--- config.mk ---
export PLATFORM = sky130hd
export DESIGN_NAME = irqu_top
export DESIGN_NICKNAME = d
export VERILOG_FILES = /design/src/rtl/irqu_pkg.sv /design/src/rtl/irqu_present.sv /design/src/rtl/irqu_wdec.sv /design/src/rtl/irqu_state.sv /design/src/rtl/irqu_top.sv
export SDC_FILE = /design/constraint.sdc
export NUM_CORES = 1
export LEC_CHECK = 0
export ABC_AREA = 1
export BUFFER_PORTS_ARGS = -buffer_cell sky130_fd_sc_hd__buf_2
export CORE_ASPECT_RATIO = 0.9
export CORE_UTILIZATION = 38
export CTS_BUF_LIST = sky130_fd_sc_hd__clkbuf_2 sky130_fd_sc_hd__clkbuf_4 sky130_fd_sc_hd__clkbuf_8
export CTS_CLUSTER_DIAMETER = 50
export CTS_CLUSTER_SIZE = 24
export DETAILED_ROUTE_END_ITERATION = 16
export GPL_ROUTABILITY_DRIVEN = 0
export HOLD_SLACK_MARGIN = 0.05
export PLACE_DENSITY_LB_ADDON = 0.08
export SYNTH_ARGS = -nofsm -noshare
export SYNTH_HDL_FRONTEND = slang
export SYNTH_HIERARCHICAL = 1
export SYNTH_SLANG_ARGS = --single-unit
--- constraint.sdc ---
create_clock -name clk -period 0.85 [get_ports clk]
set_input_delay 0.085 -clock clk [delete_from_list [all_inputs] [get_ports clk]]
set_output_delay 0.085 -clock clk [all_outputs]
set_load 0.1 [all_outputs]
--- src/rtl/irqu_pkg.sv ---
package irqu_pkg;
    typedef enum logic [1:0] {
        LVL_NONE  = 2'd0,
        LVL_TIMER = 2'd1,
        LVL_IPI   = 2'd2
    } irq_lvl_e;

    typedef enum logic [1:0] {
        SEL_CTL     = 2'd0,
        SEL_IPI_REQ = 2'd1,
        SEL_IPI_CLR = 2'd2,
        SEL_TMR_CLR = 2'd3
    } reg_sel_e;

    localparam int IPI_REQ_LSB = 12;
    localparam int IPI_CLR_LSB = 8;
    localparam int TMR_CLR_LSB = 4;
endpackage

--- src/rtl/irqu_present.sv ---
module irqu_present #(
    parameter int NCPU  = 4,
    parameter int CNT_W = $clog2(NCPU + 1)
) (
    input  logic [CNT_W-1:0] present_cnt,
    output logic [NCPU-1:0]  pmask
);
    for (genvar i = 0; i < NCPU; i++) begin : g_cpu
        assign pmask[i] = (present_cnt > CNT_W'(i));
    end
endmodule

--- src/rtl/irqu_wdec.sv ---
module irqu_wdec
    import irqu_pkg::*;
#(
    parameter int NCPU   = 4,
    parameter int DATA_W = 16
) (
    input  logic              wr_en,
    input  logic [1:0]        wr_sel,
    input  logic [DATA_W-1:0] wr_data,
    input  logic [NCPU-1:0]   pmask,
    output logic [NCPU-1:0]   ipi_set,
    output logic [NCPU-1:0]   ipi_clr,
    output logic [NCPU-1:0]   tmr_clr
);
    logic unused_data;
    assign unused_data = ^wr_data;

    always_comb begin
        ipi_set = '0;
        ipi_clr = '0;
        tmr_clr = '0;
        if (wr_en) begin
            unique case (reg_sel_e'(wr_sel))
                SEL_CTL: begin
                    ipi_set = wr_data[IPI_REQ_LSB +: NCPU];
                    ipi_clr = wr_data[IPI_CLR_LSB +: NCPU];
                    tmr_clr = wr_data[TMR_CLR_LSB +: NCPU];
                end
                SEL_IPI_REQ: ipi_set = wr_data[NCPU-1:0];
                SEL_IPI_CLR: ipi_clr = wr_data[NCPU-1:0];
                SEL_TMR_CLR: tmr_clr = wr_data[NCPU-1:0];
                default: ;
            endcase
        end
        ipi_set &= pmask;
        ipi_clr &= pmask;
        tmr_clr &= pmask;
    end
endmodule

--- src/rtl/irqu_state.sv ---
module irqu_state #(
    parameter int NCPU = 4
) (
    input  logic            clk,
    input  logic            rst_n,
    input  logic [NCPU-1:0] ipi_set,
    input  logic [NCPU-1:0] ipi_clr,
    input  logic [NCPU-1:0] tmr_set,
    input  logic [NCPU-1:0] tmr_clr,
    output logic [NCPU-1:0] ipi_q,
    output logic [NCPU-1:0] tmr_q
);
    typedef struct packed {
        logic [NCPU-1:0] ipi;
        logic [NCPU-1:0] tmr;
    } pend_t;

    pend_t st_d, st_q;

    always_comb begin
        st_d     = st_q;
        st_d.ipi = (st_q.ipi & ~ipi_clr) | ipi_set;
        st_d.tmr = (st_q.tmr & ~tmr_clr) | tmr_set;
    end

    always_ff @(posedge clk) begin
        if (!rst_n) st_q <= '0;
        else        st_q <= st_d;
    end

    assign ipi_q = st_q.ipi;
    assign tmr_q = st_q.tmr;

    assert_req_pends_R5: assert property (@(posedge clk) disable iff (!rst_n)
        (ipi_set != '0) |=> ((ipi_q & $past(ipi_set)) == $past(ipi_set)));

    assert_ipi_clear_R3: assert property (@(posedge clk) disable iff (!rst_n)
        ((ipi_clr & ~ipi_set) != '0) |=> ((ipi_q & $past(ipi_clr & ~ipi_set)) == '0));

    assert_tick_wins_R7: assert property (@(posedge clk) disable iff (!rst_n)
        (tmr_set != '0) |=> ((tmr_q & $past(tmr_set)) == $past(tmr_set)));

    assert_ipi_hold_R12: assert property (@(posedge clk) disable iff (!rst_n)
        (ipi_set == '0 && ipi_clr == '0) |=> $stable(ipi_q));

    assert_tmr_hold_R12: assert property (@(posedge clk) disable iff (!rst_n)
        (tmr_set == '0 && tmr_clr == '0) |=> $stable(tmr_q));
endmodule

--- src/rtl/irqu_top.sv ---
module irqu_top
    import irqu_pkg::*;
#(
    parameter int NCPU   = 4,
    parameter int DATA_W = 16,
    parameter int CNT_W  = $clog2(NCPU + 1)
) (
    input  logic                clk,
    input  logic                rst_n,
    input  logic [CNT_W-1:0]    present_cnt,
    input  logic                tick,
    input  logic                wr_en,
    input  logic [1:0]          wr_sel,
    input  logic [DATA_W-1:0]   wr_data,
    output logic [DATA_W-1:0]   rd_data,
    output logic [NCPU-1:0]     ipi_irq,
    output logic [NCPU-1:0]     tmr_irq,
    output logic [2*NCPU-1:0]   irq_lvl
);
    logic [NCPU-1:0] pmask, ipi_set, ipi_clr, tmr_clr, tmr_set;

    irqu_present #(.NCPU(NCPU), .CNT_W(CNT_W)) i_present (
        .present_cnt (present_cnt),
        .pmask       (pmask)
    );

    irqu_wdec #(.NCPU(NCPU), .DATA_W(DATA_W)) i_wdec (
        .wr_en   (wr_en),
        .wr_sel  (wr_sel),
        .wr_data (wr_data),
        .pmask   (pmask),
        .ipi_set (ipi_set),
        .ipi_clr (ipi_clr),
        .tmr_clr (tmr_clr)
    );

    assign tmr_set = tick ? pmask : '0;

    irqu_state #(.NCPU(NCPU)) i_state (
        .clk     (clk),
        .rst_n   (rst_n),
        .ipi_set (ipi_set),
        .ipi_clr (ipi_clr),
        .tmr_set (tmr_set),
        .tmr_clr (tmr_clr),
        .ipi_q   (ipi_irq),
        .tmr_q   (tmr_irq)
    );

    always_comb begin
        rd_data = '0;
        rd_data[IPI_CLR_LSB +: NCPU] = ipi_irq;
        rd_data[TMR_CLR_LSB +: NCPU] = tmr_irq;
    end

    for (genvar i = 0; i < NCPU; i++) begin : g_lvl
        irq_lvl_e lvl;
        always_comb begin
            if (ipi_irq[i])      lvl = LVL_IPI;
            else if (tmr_irq[i]) lvl = LVL_TIMER;
            else                 lvl = LVL_NONE;
        end
        assign irq_lvl[2*i +: 2] = lvl;

        assert_ipi_level_R11: assert property (@(posedge clk) disable iff (!rst_n)
            ipi_irq[i] |-> (irq_lvl[2*i +: 2] == LVL_IPI));
    end

    assert_absent_no_rise_R9: assert property (@(posedge clk) disable iff (!rst_n)
        (((ipi_irq & ~$past(ipi_irq)) | (tmr_irq & ~$past(tmr_irq))) & ~$past(pmask)) == '0);
endmodule

==> flow_summary_export.csv, run 1 <==
group,metric,value,unit
cells_and_area,area_growth,83.36,%
worst_setup_path,worstPathCellList,"nor2_4 -> buf_12",
placed_design,dp_hpwl,1918,um
worst_setup_path,critical_path_class,"reg -> out",
grt,grt_overflow,0,
worst_setup_path,ff2ff_path_depth,4,
detailed_routing,vias,982,
cells_and_area,fin_area,1530,um^2
placed_design,io_buffers,48,
cells_and_area,final_common_cell,"nand2_1",
detailed_routing,first_pass_iters,4,
synth,synthCells,146,
cells_and_area,fin_nets,221,
grt,grt_first_pass_wirelength,3705,um
cts,cts_buffer_depth,2,
die,core-area,1989,um^2
cts,clock_latency,0.26,ns
detailed_routing,post_drt_wl_per_cell,11.39,um
worst_setup_path,cp-start-kind,"flip-flop",
die,die_x,51.40,um
cells_and_area,fillCellCount,144,
cts,cts_sinks,8,
timing,finalHoldViolations,0,
min_path,whs_endpoint,"i_state/ipi_q[1]",
grt,grtUsageTotal,0.2140,
detailed_routing,drt-vias-per-instance,4.567,
worst_setup_path,rrSetupSlack,0.03,ns
worst_setup_path,cp.required,0.76,ns
worst_setup_path,crit_slowest_cell,"dfxtp_4",
power_and_ir_drop,vdd_drop_max,976.9,uV
placed_design,dpl_cell_area,1440,um^2
timing,maxSlewViolCount,0,
cells_and_area,final_cells,215,
detailed_routing,dr.first_iter.drc_count,26,
synth,yosysUniqueCellTypes,16,
cts,cts_tree,"built",
cts,hold_buffers,0,
die,dieArea,2388,um^2
min_path,hold_path_class,"in -> reg",
detailed_routing,drt-total-wl,2448,um
synth,synth_area_per_cell,5.716,um^2
synth,yosys_warnings,6,
die,io-pin-count,57,
run_status,status,"complete, but fails checks",
cts,htree_levels,1,
run,cap_violations,0,
cts,clk_pin_slew,0.06,ns
detailed_routing,antenna_left,0,
worst_setup_path,timing.rr.end,"i_state/tmr_q[0]",
worst_setup_path,slowest_delay,0.39,ns
min_path,whs_path_depth,3,
cts,cts_root_buf,"clkbuf_4",
timing,clock_skew,0,ns
grt,grt_max_degree,13,
worst_setup_path,critPathArrivalTime,0.97,ns
grt,grt_pass1_vias,949,
detailed_routing,drc_errors,0,
cells_and_area,drive_above_1_share,0.4632,
min_path,hp-start,"rst_n",
run_status,violations,"negative setup slack",
cells_and_area,final_cell_mix,"nand2_1 (44), inv_1 (25), buf_12 (24)",
placed_design,dpl.cell_count,209,
synth,ys_ff_latch,8,
worst_setup_path,end_kind,"output port",
power_and_ir_drop,p_total,2.086,mW
timing,rsz0062_at_grt,"yes",
grt,antenna_found_initial,0,
timing,period_minus_slack,1.058,ns
timing,fin_ws,-0.2080,ns
synth,syn_area,834.6,um^2
die,fp.dieH,46.46,um
die,rows,15,
worst_setup_path,critPathMaxFanout,5,
worst_setup_path,r2r-start,"i_state/tmr_q[0]",
timing,fmaxAchievable,0.9452,GHz
worst_setup_path,startpoint,"i_state/ipi_q[3]",
cells_and_area,antennaDiodeCount,0,
cts,numCtsBuffers,3,
synth,seq_area_frac_synth,0.1919,
timing,setup_viol,24,
die,initial_core_util,0.4195,
power_and_ir_drop,p_leak,0.7332,nW
power_and_ir_drop,p_per_area,1363,nW/um^2
timing,fin_crit_sh,1.245,
-- synthesized netlist by cell type --
cell type  number  area share
dfxtp_1         8        0.19
clkbuf_1        1      0.0045
buf_2           1      0.0060
inv_1          32        0.14
inv_2           1      0.0045
nor2_2          2       0.015
nand2_1        45        0.20
buf_4          20        0.18
nand3_1         4       0.024
nand2_2         2       0.015
a21oi_1        16       0.096
or2_1           1      0.0075
ha_1            4       0.060
conb_1          1      0.0045
buf_6           1       0.013
nor2_1          7       0.031
-- power by group --
group | internal [mW] | switching (mW)
sequential | 0.391 | 0.0430
combinational | 0.436 | 0.898
clock | 0.163 | 0.155
total | 0.990 | 1.10
-- metal layers --
layer | global-route usage | vias to the layer above | wire [um]
li1 | - | 487 | -
met1 | 0.2000 | 443 | 870
met2 | 0.4390 | 48 | 1344
met3 | 0.05941 | 4 | 200
met4 | 0.08649 | 0 | 32
met5 | 0 | - | 0
-- state kept, by name, summed over array words and instances (netlist names) --
name           cells
i_state/ipi_q      4
i_state/tmr_q      4
-- repair_timing --
| action | in CTS | in global routing |
|---|---|---|
| setup buffers | 1 | 2 |
| gates resized for setup | 4 | 13 |
| pin swaps | 1 | 3 |
| setup endpoints to repair | 24 | 29 |
-- cells by family after synthesis --
family                     synth area share
buffers and inverters                0.3523
and+or+nand+nor                      0.2954
other                              0.004493
DFF                                  0.1919
adders and majority gates           0.05997
AOI/OAI and AO/OA                   0.09596
-- worst max path at each step --
stage	slack [ns]	end
detailed placement	-0.22	i_state/tmr_q[0]
global placement	-0.18	i_state/tmr_q[2]
global route	-0.24	irq_lvl[6]
floorplan	-0.34	irq_lvl[0]
CTS	-0.21	irq_lvl[6]
finish	-0.21	irq_lvl[6]
-- critical path, delay by kind of cell, from the launching register on --
kind	cells	cell delay, ns
AND/OR/NAND/NOR	1	0.13
flip-flops	1	0.39
buffers and inverters	1	0.18
-- area by class of cell --
| type | count | area, um^2 | area share |
|---|---|---|---|
| repair buffers | 57 | 699.4 | 0.4571 |
| multi-input cells | 89 | 457.9 | 0.2993 |
| well taps | 25 | 31.28 | 0.02044 |
| flip-flops and latches | 8 | 190.2 | 0.1243 |
| clock buffers | 3 | 22.52 | 0.01472 |
| inverters | 33 | 128.9 | 0.08422 |
-- metrics by stage --
step	setup WS [ns]	TNS, ns	util	hold slack (ns)
after floorplan	-0.3393	-2.012	-	0.2516
after global placement	-0.1800	-1.208	0.7239	0.3839
after detailed placement	-0.2241	-1.497	0.7239	0.3944
after CTS	-0.2084	-3.071	0.7465	0.1224
after global routing	-0.2402	-3.711	0.7692	0.1449
final	-0.2080	-3.099	0.7692	0.1138
(Power assumes the default switching activity.)
==> inputs of run 2 (changes only) <==
- PLACE_DENSITY: not set -> 0.73
- PLACE_DENSITY_LB_ADDON: 0.08 -> not set
==> flow_summary_export.csv, run 2 (synthesized netlist as in run 1, its figures left out) <==
group,metric,value,unit
run_status,status,"complete, but fails checks",
run_status,violations,"negative setup slack",
detailed_routing,drt-total-wl,2776,um
timing,fmaxAchievable,0.9504,GHz
detailed_routing,antenna_left,0,
die,io-pin-count,57,
grt,grt_pass1_vias,921,
cells_and_area,final_common_cell,"nand2_1",
power_and_ir_drop,vdd_drop_max,1034,uV
timing,finalHoldViolations,0,
worst_setup_path,worstPathCellList,"nor2_4 -> buf_12",
cts,hold_buffers,0,
cts,clock_latency,0.25,ns
timing,fin_ws,-0.2021,ns
min_path,whs_path_depth,3,
die,core-area,1989,um^2
worst_setup_path,crit_slowest_cell,"dfxtp_4",
worst_setup_path,cp.required,0.76,ns
min_path,hold_path_class,"in -> reg",
die,fp.dieH,46.46,um
cells_and_area,area_growth,87.26,%
grt,grtUsageTotal,0.2209,
timing,hold_ws,0.1334,ns
cells_and_area,final_cell_mix,"nand2_1 (43), inv_1 (25), buf_12 (24)",
timing,period_minus_slack,1.052,ns
detailed_routing,drc_errors,0,
detailed_routing,first_pass_iters,4,
timing,clock_skew,0,ns
cells_and_area,fin_nets,224,
cts,cts_root_buf,"clkbuf_4",
timing,rsz0062_at_grt,"yes",
timing,fin_crit_sh,1.238,
timing,maxSlewViolCount,0,
worst_setup_path,cp-start-kind,"flip-flop",
detailed_routing,vias,1014,
die,die_x,51.40,um
detailed_routing,wl_met2,1425,um
cts,numCtsBuffers,3,
worst_setup_path,ff2ff_path_depth,4,
die,dieArea,2388,um^2
worst_setup_path,critPathArrivalTime,0.97,ns
power_and_ir_drop,p_leak,0.7467,nW
detailed_routing,wl_met3,203,um
placed_design,io_buffers,48,
die,rows,15,
cts,cts_sinks,8,
power_and_ir_drop,p_per_area,1344,nW/um^2
grt,antenna_found_initial,0,
worst_setup_path,critical_path_class,"reg -> out",
grt,grt_first_pass_wirelength,3822,um
placed_design,dp_hpwl,1969,um
worst_setup_path,critPathMaxFanout,5,
detailed_routing,post_drt_wl_per_cell,12.73,um
cells_and_area,drive_above_1_share,0.4922,
cts,cts_buffer_depth,2,
cts,cts_tree,"built",
grt,grt_max_degree,13,
detailed_routing,drt-vias-per-instance,4.651,
worst_setup_path,slowest_delay,0.39,ns
run,cap_violations,0,
detailed_routing,dr.first_iter.drc_count,31,
cts,clk_pin_slew,0.06,ns
timing,setup_viol,25,
worst_setup_path,end_kind,"output port",
detailed_routing,top_layer_used,"met4",
grt,grt_overflow,0,
cells_and_area,antennaDiodeCount,0,
timing,final.setup.tns,-2.984,ns
cts,htree_levels,1,
detailed_routing,wl_met1,1078,um
die,initial_core_util,0.4195,
## run 2: layout make-up
class | count | area (um^2)
multi-input combinational | 89 | 470.5
sequential | 8 | 190.2
timing repair buffer | 60 | 721.9
inverter | 33 | 126.4
clock buffer | 3 | 22.52
fill | 129 | 426.7
tap | 25 | 31.28
## run 2: final timing paths
| check | to | slack, ns | startpoint |
|---|---|---|---|
| setup / recovery | irq_lvl[6] | -0.20 | i_state/ipi_q[3] |
| hold / removal | i_state/tmr_q[3] | 0.13 | rst_n |
| setup reg to reg | i_state/tmr_q[1] | -0.01 | i_state/tmr_q[1] |
| hold reg to reg | i_state/tmr_q[3] | 0.51 | i_state/tmr_q[3] |
## run 2: repair_timing
item,4_1_cts,5_1_grt
buffers inserted,0,5
resized for setup,3,17
pin swaps,0,5
setup endpoints to repair,24,28
## run 2: through the flow
step	power, mW	setup WS (ns)	cells	util	area, um^2
finish	2.100	-0.2021	218	0.7855	1563
floorplan	1.400	-0.3393	153	-	1033
CTS	2.057	-0.2082	213	0.7447	1481
global placement	1.713	-0.1636	210	0.7277	1448
detailed placement	1.736	-0.2376	210	0.7277	1448
global route	2.176	-0.2261	218	0.7855	1563
## run 2: worst max-delay path, delay by kind of cell, from the launching register on
kind | cells | cell delay (ns)
buffers and inverters | 1 | 0.18
flip-flops | 1 | 0.39
AND/OR/NAND/NOR | 1 | 0.14
## run 2: power by group
group          total, mW  switching [mW]  internal (mW)
logic               1.36           0.915          0.445
clock network      0.306           0.144          0.163
registers          0.435          0.0436          0.391
total               2.10            1.10          0.998
## run 2: layer usage
layer,global-route usage,vias to the layer above
met2,0.4338,57
met5,0,-
met3,0.04290,10
met4,0.1027,0
li1,-,491
met1,0.2270,456
==> inputs of run 3 (changes only) <==
- ABC_AREA: 1 -> not set
- CAP_MARGIN: not set -> 15
- PLACE_DENSITY: 0.73 -> 0.74
- SETUP_SLACK_MARGIN: not set -> 0.5
==> flow_summary_export.csv, run 3 <==
group,metric,value,unit
timing,period_minus_slack,1.056,ns
synth,ys_top_cells_by_area,"dfxtp_1 (20%), buf_4 (19%), nor2b_4 (14%)",
cells_and_area,final_common_cell,"buf_12",
worst_setup_path,end_kind,"output port",
die,core-area,1971,um^2
detailed_routing,antenna_left,0,
timing,setup_viol,31,
timing,fin_ws,-0.2065,ns
cts,cts_root_buf,"clkbuf_4",
timing,maxSlewViolCount,0,
grt,grt_max_degree,13,
placed_design,io_buffers,48,
worst_setup_path,critPathMaxFanout,5,
die,rows,15,
worst_setup_path,ff2ff_path_depth,3,
synth,synthCells,94,
grt,grt_overflow,0,
run_status,violations,"negative setup slack",
power_and_ir_drop,power_switching,1.106,mW
timing,finalHoldViolations,0,
power_and_ir_drop,power.share.clock,0.141,
cts,numCtsBuffers,3,
worst_setup_path,rrSetupSlack,-0.01,ns
die,die_x,50.69,um
detailed_routing,wl_met2,1545,um
detailed_routing,wl_met1,1076,um
die,initial_core_util,0.4114,
timing,clock_skew,0,ns
worst_setup_path,cp.required,0.76,ns
timing,fin_crit_sh,1.243,
worst_setup_path,cp-start-kind,"flip-flop",
power_and_ir_drop,p_int,1.109,mW
run,cap_violations,0,
worst_setup_path,critical_path_class,"reg -> out",
synth,syn_area,810.8,um^2
min_path,hp-start,"rst_n",
power_and_ir_drop,p_per_area,1282,nW/um^2
detailed_routing,drt-vias-per-instance,5.040,
grt,grt_first_pass_wirelength,4181,um
cells_and_area,fin_nets,179,
worst_setup_path,timing.rr.end,"i_state/tmr_q[0]",
run_status,status,"complete, but fails checks",
cts,cts_tree,"built",
synth,post-synth-top-area-cell,"dfxtp_1",
power_and_ir_drop,power_frac_comb,0.662,
cells_and_area,finish.utilization,0.8768,
cts,cts_buffer_depth,2,
die,dieArea,2323,um^2
timing,hold_ws,0.1353,ns
detailed_routing,wl_met3,179,um
die,io-pin-count,57,
synth,yosys_warnings,6,
cts,clock_latency,0.26,ns
grt,grt_pass1_vias,867,
power_and_ir_drop,p_total,2.215,mW
cells_and_area,final_cell_mix,"buf_12 (25), buf_2 (22), nor2b_4 (12), buf_6 (12)",
synth,seq_area_frac_synth,0.1975,
power_and_ir_drop,vdd_drop_max,1114,uV
synth,ys.flop_type,"dfxtp_1",
detailed_routing,dr.first_iter.drc_count,20,
worst_setup_path,r2r-start,"i_state/tmr_q[0]",
synth,ys_ff_latch,8,
worst_setup_path,critPathArrivalTime,0.97,ns
cts,clk_pin_slew,0.06,ns
detailed_routing,drt-total-wl,2875,um
min_path,whs_path_depth,2,
synth,yosysUniqueCellTypes,21,
die,fp.dieH,45.82,um
synth,synth_top_area_frac,0.1975,
cts,cts_sinks,8,
grt,antenna_found_initial,0,
timing,rsz0062_at_grt,"yes",
cells_and_area,area_growth,113.1,%
detailed_routing,drc_errors,0,
power_and_ir_drop,p_leak,0.7534,nW
power_and_ir_drop,power_switching_share,0.4992,
cells_and_area,fillCellCount,92,
cts,hold_buffers,0,
cts,htree_levels,1,
synth,synth_edf_count,0,
timing,fmaxAchievable,0.9465,GHz
min_path,hold_path_class,"in -> reg",
power_and_ir_drop,seqPwrFrac,0.197,
synth,postSynth.asyncResetShare,0,
synth,synth_area_per_cell,8.625,um^2
min_path,whs_endpoint,"i_state/tmr_q[3]",
detailed_routing,first_pass_iters,4,
detailed_routing,top_layer_used,"met4",
placed_design,dp_hpwl,1901,um
cells_and_area,drive_above_1_share,0.7838,
detailed_routing,vias,872,
cells_and_area,antennaDiodeCount,0,
detailed_routing,post_drt_wl_per_cell,16.62,um
grt,grtUsageTotal,0.2559,
synth,yosysMostFrequentCell,"buf_4",
[run 3: cell count changes after synthesis, moves of 4 or more]
cell     delta
a21oi_1    -16
a22oi_1     +8
and2_1      +4
and3_1      +4
inv_1      -30
nand2_1    -41
nand3_1     -4
nor2b_1     +4
nor2b_4     +8
o21a_1      +8
[run 3: kinds of logic after synthesis]
kind of cell,share of synthesized area
simple gates,0.3086
fa+ha+maj,0.06173
compound gates,0.2053
flops,0.1975
buf+inv,0.2222
other cells,0.004625
[run 3: final cells by class]
cell class | instances | area [um^2] | share of cell area
sequential | 8 | 190.2 | 0.1101
timing repair buffer | 67 | 820.8 | 0.4750
inverter | 2 | 25.02 | 0.01448
clock buffer | 3 | 22.52 | 0.01303
tap | 25 | 31.28 | 0.01810
multi-input combinational | 68 | 638.1 | 0.3693
[run 3: power by group through the flow]
stage               registers (mW)  clock network (mW)  logic (mW)
floorplan                    0.604                   0       0.816
global placement             0.448                   0        1.28
detailed placement           0.451                   0        1.31
CTS                          0.435               0.331        1.44
global route                 0.440               0.344        1.50
finish                       0.436               0.313        1.47
[run 3: worst max-delay path, stage by stage, from the launching register on]
cell and delay [ns]:
dfxtp_4 0.39, nor2b_4 0.14, buf_12 0.18
[run 3: worst max-delay path by stage]
stage / endpoint / cells after the start / from / slack, ns
2_1_floorplan: irq_lvl[0] / 1 / i_state/tmr_q[0] / -0.36
3_3_place_gp: i_state/tmr_q[0] / 7 / wr_sel[1] / -0.37
3_5_place_dp: i_state/tmr_q[1] / 7 / wr_sel[1] / -0.43
4_1_cts: irq_lvl[6] / 2 / i_state/ipi_q[3] / -0.21
5_1_grt: irq_lvl[6] / 2 / i_state/ipi_q[3] / -0.23
6_report: irq_lvl[6] / 2 / i_state/ipi_q[3] / -0.21
[run 3: metal layers]
| layer | vias to the layer above | global-route usage |
|---|---|---|
| li1 | 402 | - |
| met1 | 410 | 0.2767 |
| met2 | 52 | 0.4773 |
| met3 | 8 | 0.06000 |
| met4 | 0 | 0.1222 |
| met5 | - | 0 |
[run 3: through the flow]
step                worst slack (ns)  TNS [ns]  instances  cell area [um^2]
floorplan                    -0.3565    -3.068        101              1035
global placement             -0.3693    -2.658        159              1454
detailed placement           -0.4264    -3.089        159              1454
CTS                          -0.2105    -3.475        172              1693
global route                 -0.2344    -4.143        173              1728
finish                       -0.2065    -3.312        173              1728
[run 3: timing repair]
action                     CTS  global route
resized for setup           36             8
buffers inserted            10             1
setup endpoints to repair   32            32
gates cloned                 0             0
pin swaps                   18            15
